`src/rtl/blockq_pkg.sv`:
```
// Shared types for the radio data block read buffer.
// Assumes: records are 32 bits, packed quality | correction | data word.
package blockq_pkg;

    typedef struct packed {
        logic [7:0]  qual;
        logic [7:0]  corr;
        logic [15:0] word;
    } blk_t;

    // Byte position inside a read burst; the order is visible to the host.
    typedef enum logic [2:0] {
        SEL_STAT = 3'd0,
        SEL_QUAL = 3'd1,
        SEL_CORR = 3'd2,
        SEL_HI   = 3'd3,
        SEL_LO   = 3'd4
    } sel_e;

    // Status byte bit positions (host-decoded).
    localparam int unsigned ST_IRQ = 0;
    localparam int unsigned ST_BNE = 1;
    localparam int unsigned ST_OVF = 2;

endpackage

```
`src/rtl/blockq_fifo.sv`:
```
// Record queue. Holds up to DEPTH records. It keeps a copy of the last
// removed record and shows that copy while the queue is empty.
// Assumes: pop_req is only asserted for a record that was presented,
// and wr_en is already qualified by the ready logic of the top.
module blockq_fifo
    import blockq_pkg::*;
#(
    parameter int unsigned DEPTH = 16,
    localparam int unsigned AW = (DEPTH > 1) ? $clog2(DEPTH) : 1,
    localparam int unsigned CW = $clog2(DEPTH + 1)
) (
    input  logic          clk,
    input  logic          rst_n,
    input  logic          wr_en,
    input  blk_t          wr_blk,
    input  logic          pop_req,
    output logic          full,
    output logic          pop_do,
    output logic [CW-1:0] cnt,
    output blk_t          view_blk
);

    localparam logic [AW-1:0] LAST_SLOT = AW'(DEPTH - 1);

    blk_t          mem [DEPTH];
    logic [AW-1:0] wr_ptr;
    logic [AW-1:0] rd_ptr;
    blk_t          last_blk;

    // Queue status and the record presented to the reader.
    always_comb begin
        full     = (cnt == CW'(DEPTH));
        pop_do   = pop_req && (cnt != '0);
        view_blk = (cnt == '0) ? last_blk : mem[rd_ptr];
    end

    // Storage write; no reset needed on the array.
    always_ff @(posedge clk) begin
        if (wr_en) begin
            mem[wr_ptr] <= wr_blk;
        end
    end

    // Pointers, occupancy and the last removed record.
    always_ff @(posedge clk) begin
        if (!rst_n) begin
            wr_ptr   <= '0;
            rd_ptr   <= '0;
            cnt      <= '0;
            last_blk <= '0;
        end else begin
            if (wr_en) begin
                wr_ptr <= (wr_ptr == LAST_SLOT) ? '0 : wr_ptr + 1'b1;
            end
            if (pop_do) begin
                rd_ptr   <= (rd_ptr == LAST_SLOT) ? '0 : rd_ptr + 1'b1;
                last_blk <= mem[rd_ptr];
            end
            cnt <= cnt + CW'(wr_en) - CW'(pop_do);
        end
    end

    // Occupancy never exceeds the depth.
    p_no_overflow_r8: assert property (@(posedge clk) disable iff (!rst_n)
        cnt <= CW'(DEPTH));

    // A removal without a push lowers occupancy by exactly one.
    p_pop_lowers_r5: assert property (@(posedge clk) disable iff (!rst_n)
        (pop_do && !wr_en) |=> (cnt == $past(cnt) - 1'b1));

    // A write is never issued into a full queue unless a removal frees a slot.
    p_no_write_full_r8: assert property (@(posedge clk) disable iff (!rst_n)
        (wr_en && full) |-> pop_do);

    // The shown record holds while the queue stays empty and nothing is pushed.
    p_empty_hold_r6: assert property (@(posedge clk) disable iff (!rst_n)
        ((cnt == '0) && !wr_en) |=> $stable(view_blk));

endmodule

```
`src/rtl/blockq_flags.sv`:
```
// Interrupt and sticky overflow flags.
// Assumes: cnt is the occupancy before this cycle's push and pop.
module blockq_flags #(
    parameter int unsigned CW = 5
) (
    input  logic          clk,
    input  logic          rst_n,
    input  logic [CW-1:0] cnt,
    input  logic          wr_en,
    input  logic          pop_do,
    input  logic          drop,
    input  logic          stat_clr,
    output logic          irq,
    output logic          ovf
);

    // Interrupt: set on empty-to-filled, clear when the last record leaves.
    always_ff @(posedge clk) begin
        if (!rst_n) begin
            irq <= 1'b0;
        end else if (wr_en && (cnt == '0)) begin
            irq <= 1'b1;
        end else if (pop_do && !wr_en && (cnt == CW'(1))) begin
            irq <= 1'b0;
        end
    end

    // Overflow: a drop sets it and wins over the status-read clear.
    always_ff @(posedge clk) begin
        if (!rst_n) begin
            ovf <= 1'b0;
        end else if (drop) begin
            ovf <= 1'b1;
        end else if (stat_clr) begin
            ovf <= 1'b0;
        end
    end

    // Interrupt mirrors whether any record is stored.
    p_irq_tracks_r7: assert property (@(posedge clk) disable iff (!rst_n)
        irq == (cnt != '0));

    // Overflow is sticky until a status read.
    p_ovf_sticky_r9: assert property (@(posedge clk) disable iff (!rst_n)
        (ovf && !stat_clr) |=> ovf);

    // A drop always leaves the flag set.
    p_drop_sets_r8: assert property (@(posedge clk) disable iff (!rst_n)
        drop |=> ovf);

endmodule

```
`src/rtl/blockq_reader.sv`:
```
// Read burst sequencer. It tracks the byte position, captures the record
// on the status strobe, returns one byte per strobe and asks for a removal
// on the fifth strobe of an uninterrupted burst.
// Assumes: a start in the same cycle as a strobe opens the burst first.
module blockq_reader
    import blockq_pkg::*;
(
    input  logic       clk,
    input  logic       rst_n,
    input  logic       rd_start,
    input  logic       rd_stop,
    input  logic       rd_strobe,
    input  blk_t       view_blk,
    input  logic       have_blk,
    input  logic       st_irq,
    input  logic       st_bne,
    input  logic       st_ovf,
    output logic [7:0] rd_byte,
    output logic       pop_req,
    output logic       stat_clr
);

    sel_e       idx;
    sel_e       idx_eff;
    logic       in_burst;
    logic       take;
    logic       snap_live;
    blk_t       snap;
    logic [7:0] status;

    // Effective position and the strobe qualification for this cycle.
    always_comb begin
        idx_eff  = rd_start ? SEL_STAT : idx;
        take     = rd_strobe && (rd_start || in_burst);
        pop_req  = take && (idx_eff == SEL_LO) && snap_live;
        stat_clr = take && (idx_eff == SEL_STAT);
        status         = '0;
        status[ST_IRQ] = st_irq;
        status[ST_BNE] = st_bne;
        status[ST_OVF] = st_ovf;
    end

    // Burst framing, position counter, record capture and byte output.
    always_ff @(posedge clk) begin
        if (!rst_n) begin
            in_burst  <= 1'b0;
            idx       <= SEL_STAT;
            rd_byte   <= '0;
            snap      <= '0;
            snap_live <= 1'b0;
        end else begin
            if (rd_start) begin
                in_burst <= 1'b1;
            end else if (rd_stop) begin
                in_burst <= 1'b0;
            end
            if (take) begin
                unique case (idx_eff)
                    SEL_STAT: begin
                        rd_byte   <= status;
                        snap      <= view_blk;
                        snap_live <= have_blk;
                    end
                    SEL_QUAL: rd_byte <= snap.qual;
                    SEL_CORR: rd_byte <= snap.corr;
                    SEL_HI:   rd_byte <= snap.word[15:8];
                    default:  rd_byte <= snap.word[7:0];
                endcase
                idx <= (idx_eff == SEL_LO) ? SEL_STAT : sel_e'(idx_eff + 3'd1);
            end else if (rd_start) begin
                idx <= SEL_STAT;
            end
        end
    end

    // Position stays within the five-byte record.
    p_idx_range_r1: assert property (@(posedge clk) disable iff (!rst_n)
        idx <= SEL_LO);

    // Strobes outside a burst leave the output byte untouched.
    p_stray_hold_r11: assert property (@(posedge clk) disable iff (!rst_n)
        (rd_strobe && !rd_start && !in_burst) |=> $stable(rd_byte));

    // A removal is only requested while a burst is open.
    p_pop_in_burst_r4: assert property (@(posedge clk) disable iff (!rst_n)
        pop_req |-> (in_burst || rd_start));

    // Status bytes keep the reserved bits at zero.
    p_status_rsvd_r2: assert property (@(posedge clk) disable iff (!rst_n)
        stat_clr |=> (rd_byte[7:3] == 5'd0));

endmodule

```
`src/rtl/blockq_rd_top.sv`:
```
// Top of the radio data block read buffer: ties the queue, the flags
// and the read sequencer together and forms the push handshake.
// Assumes: bit-level serial timing is handled outside; events arrive
// as single-cycle pulses.
module blockq_rd_top
    import blockq_pkg::*;
#(
    parameter int unsigned DEPTH = 16
) (
    input  logic        clk,
    input  logic        rst_n,
    input  logic        push_valid,
    output logic        push_ready,
    input  logic [7:0]  push_qual,
    input  logic [7:0]  push_corr,
    input  logic [15:0] push_data,
    input  logic        rd_start,
    input  logic        rd_stop,
    input  logic        rd_strobe,
    output logic [7:0]  rd_byte,
    output logic        irq
);

    localparam int unsigned CW = $clog2(DEPTH + 1);

    logic          full;
    logic          pop_req;
    logic          pop_do;
    logic          wr_en;
    logic          drop;
    logic          stat_clr;
    logic          ovf;
    logic [CW-1:0] cnt;
    blk_t          wr_blk;
    blk_t          view_blk;

    // Push handshake: a removal in the same cycle frees a slot.
    always_comb begin
        push_ready = !full || pop_req;
        wr_en      = push_valid && push_ready;
        drop       = push_valid && !push_ready;
        wr_blk     = '{qual: push_qual, corr: push_corr, word: push_data};
    end

    blockq_fifo #(.DEPTH(DEPTH)) fifo_i (
        .clk      (clk),
        .rst_n    (rst_n),
        .wr_en    (wr_en),
        .wr_blk   (wr_blk),
        .pop_req  (pop_req),
        .full     (full),
        .pop_do   (pop_do),
        .cnt      (cnt),
        .view_blk (view_blk)
    );

    blockq_flags #(.CW(CW)) flags_i (
        .clk      (clk),
        .rst_n    (rst_n),
        .cnt      (cnt),
        .wr_en    (wr_en),
        .pop_do   (pop_do),
        .drop     (drop),
        .stat_clr (stat_clr),
        .irq      (irq),
        .ovf      (ovf)
    );

    blockq_reader reader_i (
        .clk       (clk),
        .rst_n     (rst_n),
        .rd_start  (rd_start),
        .rd_stop   (rd_stop),
        .rd_strobe (rd_strobe),
        .view_blk  (view_blk),
        .have_blk  (cnt != '0),
        .st_irq    (irq),
        .st_bne    (cnt > CW'(1)),
        .st_ovf    (ovf),
        .rd_byte   (rd_byte),
        .pop_req   (pop_req),
        .stat_clr  (stat_clr)
    );

    // A requested removal always finds a stored record.
    p_pop_has_rec_r10: assert property (@(posedge clk) disable iff (!rst_n)
        pop_req |-> (cnt != '0));

endmodule

```
`config.mk`:
```
export PLATFORM = sky130hd
export DESIGN_NAME = blockq_rd_top
export DESIGN_NICKNAME = d
export VERILOG_FILES = /design/src/rtl/blockq_pkg.sv /design/src/rtl/blockq_fifo.sv /design/src/rtl/blockq_flags.sv /design/src/rtl/blockq_reader.sv /design/src/rtl/blockq_rd_top.sv
export SDC_FILE = /design/constraint.sdc
export NUM_CORES = 1
export LEC_CHECK = 0
export ABC_AREA = 1
export CAP_MARGIN = 10
export CORE_ASPECT_RATIO = 0.75
export CORE_MARGIN = 3
export CORE_UTILIZATION = 50
export CTS_BUF_LIST = sky130_fd_sc_hd__clkbuf_16
export CTS_CLUSTER_DIAMETER = 80
export DETAILED_ROUTE_END_ITERATION = 6
export PLACE_DENSITY = 0.62
export SKIP_CTS_REPAIR_TIMING = 1
export SLEW_MARGIN = 20
export SYNTH_ARGS = -nofsm -noshare
export SYNTH_HDL_FRONTEND = slang
export SYNTH_SLANG_ARGS = --single-unit
```
`constraint.sdc`:
```
create_clock -name clk -period 4.7 [get_ports clk]
set_clock_uncertainty 0.1 [all_clocks]
set_input_delay 0.94 -clock clk [delete_from_list [all_inputs] [get_ports clk]]
set_output_delay 0.94 -clock clk [all_outputs]
set_load 0.02 [all_outputs]
```
# After elaboration in Yosys (flattened, before gate mapping)
# Memories as Yosys holds them, arrays and structs flattened. A register that Yosys moved wholly into a read port is not among the register bits.
# Index checks and enable logic that the tools add are counted.
op_classes:
  addsub: 5
  n_lt_le_gt_ge: 1
  n_eq_ne: 8
  n_mux: 17
  reduce_logical: 22
ops:
  columns: ["cell", "count"]
  rows:
  - ["$mux 32", 1]
  - ["$pmux 8 s4", 1]
  - ["$mux 4", 4]
  - ["$logic_and 1x1->1", 10]
  - ["$mux 3", 3]
  - ["$add 4x1->4 const B", 2]
  - ["$eq 4x4->1 const B", 2]
  - ["$mux 1", 8]
  - ["$eq 3x2->1 const B", 2]
  - ["$reduce_bool 2->1", 3]
  - ["$add 5x1->5", 1]
  - ["$eq 5x1->1 const B", 1]
  - ["$eq 5x5->1 const B", 1]
  - ["$gt 5x1->1 const B", 1]
  - ["$logic_not 5->1", 1]
  - ["$reduce_bool 5->1", 1]
  - ["$sub 5x1->5", 1]
  - ["$add 3x1->3 const B", 1]
  - ["$eq 3x1->1 const B", 1]
  - ["$eq 3x3->1 const B", 1]
  - ["$logic_not 1->1", 3]
  - ["$logic_not 3->1", 1]
  - ["$logic_or 1x1->1", 2]
  - ["$reduce_and 2->1", 1]
totals:
  register_bits: 92
  mem_bits_rw: 512
  out_inout_bits: 10
  word_cells: 69
  memories: 1
memory_table:
  columns: ["memory", "words", "width", "rd", "rd_ports_with_merged_regs", "wr", "line_no", "text"]
  rows:
  - ["fifo_i.mem", 16, 32, 1, 1, 1, "blockq_fifo.sv:25", "blk_t mem [DEPTH];"]

# Depth between registers and ports, before layout
depth:
  ltp_word: 11
  mapped_depth: 17

# By module
# A second synthesis with hierarchy kept.
hier_totals:
  hier_cells: 2728
  hier_area_um2: 26419.1
modules_own_cells:
  columns: ["mod", "n_inst", "cells_each", "area_each_um2"]
  rows:
  - ["blockq_fifo", 1, 2425, 24294.6]
  - ["blockq_reader", 1, 278, 1971.9]
  - ["blockq_flags", 1, 15, 107.6]
  - ["blockq_rd_top", 1, 10, 45.0]

# Worst setup path after synthesis
# Ideal clock, no wire load.
synth_path:
  kind: "input to register"
  startpoint: "in rd_start"
  endpoint: "mem fifo_i.mem[0][0] in the netlist's numbering, enable pin"
  setup_ps: 421
  arrival_time_ps: 3617
  path_slack_ps: 561
  stages: 11
  n_path_buf: 0
  path_cell_list: "inv_2 nand2_1 ha_1 inv_2 nor2_4 nand3_2 nand3_1 nand2_2 inv_1 nand2_1 nor2_1"
synth_via:
  elab_chain_cells: 8
  elab_cells_between_ends: 10
  cone_classes: "eq/ne (1); mux (3); reduce/logical (6)"
synth_lines:
  columns: ["element", "line_no", "text"]
  rows:
  - ["start, declared", "blockq_rd_top.sv:17", "input logic rd_start,"]
  - ["$mux 3 or $logic_or 1x1->1 (tied branches)", null, null]
  - ["$eq 3x3->1 or $logic_and 1x1->1 (tied branches)", "blockq_reader.sv:35, blockq_reader.sv:34", null]
  - ["$logic_and 1x1->1 * (2 in a row)", "blockq_reader.sv:35", "pop_req = take && (idx_eff == SEL_LO) && snap_live;"]
  - ["$logic_or 1x1->1 *", "blockq_rd_top.sv:39", "push_ready = !full || pop_req;"]
  - ["via push_ready", "blockq_rd_top.sv:13", "output logic push_ready,"]
  - ["$logic_and 1x1->1 *", "blockq_rd_top.sv:40", "wr_en = push_valid && push_ready;"]
  - ["$mux 1 *", "blockq_fifo.sv:39", "if (wr_en) begin"]
  - ["$mux 1 (not written as such) *", "blockq_fifo.sv:40", "mem[wr_ptr] <= wr_blk;"]
  - ["end, declared", "blockq_fifo.sv:25", null]
# The timed path passes the listed nets; every way through them passes the cells marked *.

# Worst setup path in the final report
layout_path:
  startpoint: "in rd_start"
  endpoint: "out push_ready"
layout_via:
  elab_chain_cells: 5
  elab_cells_between_ends: 7
  cone_classes: "eq/ne (1); mux (1); reduce/logical (5)"
layout_lines:
  columns: ["element", "line_no"]
  rows:
  - ["$mux 3 or $logic_or 1x1->1 (tied branches)", null]
  - ["$eq 3x3->1 or $logic_and 1x1->1 (tied branches)", "blockq_reader.sv:35, blockq_reader.sv:34"]
  - ["$logic_and 1x1->1 * (2 in a row)", "blockq_reader.sv:35"]
  - ["$logic_or 1x1->1 *", "blockq_rd_top.sv:39"]
  - ["end, declared", "blockq_rd_top.sv:13"]
# Mark *: on every way between the ends. The rest lies on a longest branch, timed or not.

==> metrics.md <==
| Metric | Value |
|---|---|
| Outcome | `completed` |
| Filler Cells Inserted | `4397` |
| Gpl congestion | `0.863` |
| Netlist cell types | `32` |
| Gr ovfl total | `0` |
| First-pass GRT wire length | `99.1 mm` |
| Clock sink count | `608` |
| Fin crit share | `87.0%` |
| Leakage power | `0.0123 uW` |
| DRT iter0 DRCs | `1763` |
| EDFF count, synth | `512` |
| Total GRT Usage | `23.1%` |
| Worst Setup EP | `push_ready` |
| Internal Power | `8820 uW` |
| Layout cells sized above 1 | `5.95%` |
| Sw Pwr | `2710 uW` |
| Worst R2R Start | `reader_i.idx[1]` |
| Yosys top cell area share | `58.4%` |
| Vias in the first global route | `17100` |
| Antenna diodes | `0` |
| Die Area | `55500 um2` |
| Bufs on Longest Clock Path | `3` |
| Slew Limit Fails | `0` |
| Worst Hold Class | `reg -> reg` |
| CP Data Required Time | `3.66 ns` |
| Commonest cells after routing, fill and taps aside | `nand2_1, inv_1, edfxtp_1` |
| Final Hold Viols | `0` |
| Row Count | `72` |
| Critical path arrival | `3.05 ns` |
| Clock power frac | `39.0%` |
| Slew margin rel. | `26.4%` |
| F_max | `245 MHz` |
| Placed inst area | `27600 um2` |
| Critical R2R Capture | `fifo_i.cnt[4]` |
| Seq cells post-synth | `608` |
| Synthesized instance count | `2694` |
| Core footprint | `51800 um2` |
| Critical Path Start Type | `primary input` |
| Reg power frac | `53.1%` |
| # IOs | `48` |
| Initial antenna violation count | `0` |
| Register area | `17300 um2` |
| Yosys warns | `0` |
| Worst Tran Pin Value | `1.10 ns` |
| Leading area contributor after synthesis | `edfxtp_1` |
| Crit path max fanout | `5` |
| Syn Std Cell Area | `26300 um2` |
| Final #Nets | `2765` |
| Area occupied by multi-input gates | `6480 um2` |
| CTS root buf | `clkbuf_16` |
| Pre-antenna DRT Iters | `5` |
| Critical path endpoint category | `output pin` |
| Power per Cell Area | `391 nW/um2` |
| Commonest non-fill, non-tap cell in the layout | `nand2_1` |
| Worst Path Class, Setup | `in -> out` |
| Total power | `11500 uW` |
| DRT antenna net count | `0` |
| Non-Filler Instances | `3461` |
| Detailed-placement wirelength estimate | `35.3 mm` |
| Reg2reg setup slack | `1.74 ns` |
| Drt total wl | `63.0 mm` |
| Worst setup path start | `rd_start` |
| Largest cells by area after synthesis | `edfxtp_1, nand2_1, nand3_1, inv_1, dfxtp_1` |
| Die width | `271 um` |
| TritonCTS clock tree | `built` |
| Worst-path clk slew | `0.06 ns` |
| RSZ-0062 raised after global routing | `no` |
| # DRC | `0` |
| Gate power share | `8.0%` |
| Port-buffer cells | `47` |
| CTS Buf Count | `58` |
| Tmin final | `4.09 ns` |
| Per-cell routed wire length | `18.2 um` |
| Final Instance Area | `29400 um2` |
| Net Count, Synth | `2751` |
| FFs w/ async S/R, synth | `0%` |
| Avg Cell Area, Syn | `9.77 um2` |
| Via/cell ratio | `5.14` |
| Initial core utilization | `50.8%` |
| VDD IR max | `0.000327 V` |
| Reg2reg path depth | `16` |
| Htree depth | `2` |
| Post-synth top flop | `edfxtp_1` |
| Syn-to-layout area delta | `11.8%` |
| Skew-Pair Late Insertion Delay | `0.62 ns` |
| Dpl cells | `3351` |
| Largest net degree at the start of global routing | `135` |
| Chip Height | `205 um` |
| Finish-stage setup viols | `0` |
| Switching share of power | `23.5%` |
| Final setup TNS | `0 ns` |
| Register area share after synthesis | `65.7%` |
| Max_cap viols | `0` |
| DR vias | `17800` |
per-stage QoR:
| stage | worst slack [ns] | util, % | hold WS [ns] |
|---|---|---|---|
| floorplan | 0.561 | - | 0.345 |
| global placement | 0.495 | 53.3 | 0.359 |
| detailed placement | 0.502 | 53.3 | 0.358 |
| CTS | 0.609 | 56.8 | 0.368 |
| global route | 0.469 | 56.8 | 0.389 |
| finish | 0.613 | 56.8 | 0.364 |
critical path, stage by stage:
cell and delay (ns):
clkdlybuf4s50_1 0.52, inv_2 0.08, nand2_1 0.14, ha_1 0.28, inv_2 0.07, nor2_4 0.13, nand3_2 0.12, nand3_1 0.15
clkdlybuf4s50_1 0.62
cell type report:
type	instances	area share, %
clock inverters	49	0.999
multi-input cells	1418	22.0
clock buffers	61	5.18
flip-flops and latches	608	58.8
well taps	703	2.99
repair buffers	88	3.20
inverters	534	6.86
synthesized netlist by cell type, types with 4 or more instances:
cell      number
ha_1          18
nor2_4         4
clkbuf_1      40
buf_2         65
nand2_1      760
o21ai_0       52
edfxtp_1     512
dfxtp_1       96
nor2_1        28
inv_2          6
a21oi_1      102
o22ai_1       21
nand4_1        4
o21ai_1       19
buf_1         17
nand3_1      395
buf_6         11
inv_1        526
sequential cells by signal, summed over array words and instances (netlist names), named ones only:
signal	count
fifo_i.cnt	5
flags_i.ovf	1
reader_i.in_burst	1
fifo_i.wr_ptr	4
flags_i.irq	1
fifo_i.mem	512
reader_i.snap	32
reader_i.idx	3
reader_i.rd_byte	8
fifo_i.rd_ptr	4
reader_i.snap_live	1
fifo_i.last_blk	32
power by group through the flow:
stage                     logic [uW]  registers [uW]  clock network [uW]
after floorplan                  530            6220                   0
after global placement           899            6220                   0
after detailed placement         916            6230                   0
after CTS                        921            6110                4580
after global routing            1020            6120                4800
final                            916            6110                4490
worst min path at each step:
stage,from,to,slack (ns),depth (start not counted)
6_report,reader_i.rd_byte[2],reader_i.rd_byte[2],0.36,2
5_1_grt,reader_i.rd_byte[0],reader_i.rd_byte[0],0.39,2
4_1_cts,reader_i.rd_byte[2],reader_i.rd_byte[2],0.37,2
3_5_place_dp,reader_i.rd_byte[2],reader_i.rd_byte[2],0.36,2
3_3_place_gp,reader_i.rd_byte[0],reader_i.rd_byte[0],0.36,2
2_1_floorplan,flags_i.ovf,flags_i.ovf,0.34,2
cells by family (layout without fill, tap and decap cells):
group / Yosys count / in the layout / share of synthesized area [%]
flops: 608 / 608 / 65.7
compound gates: 197 / 197 / 3.87
fa+ha+maj: 19 / 19 / 0.931
xor+xnor: 3 / 3 / 0.0998
simple gates: 1199 / 1199 / 19.2
buf+inv: 668 / 732 / 10.2
layer usage:
layer / track usage [%] / vias to the layer above / wire length (um)
li1: - / 8698 / -
met1: 33.5 / 8470 / 28800
met2: 36.9 / 546 / 28900
met3: 3.22 / 82 / 4110
met4: 6.10 / 0 / 1280
met5: 0 / - / 0
No activity file was read; power rests on OpenSTA's default activity.
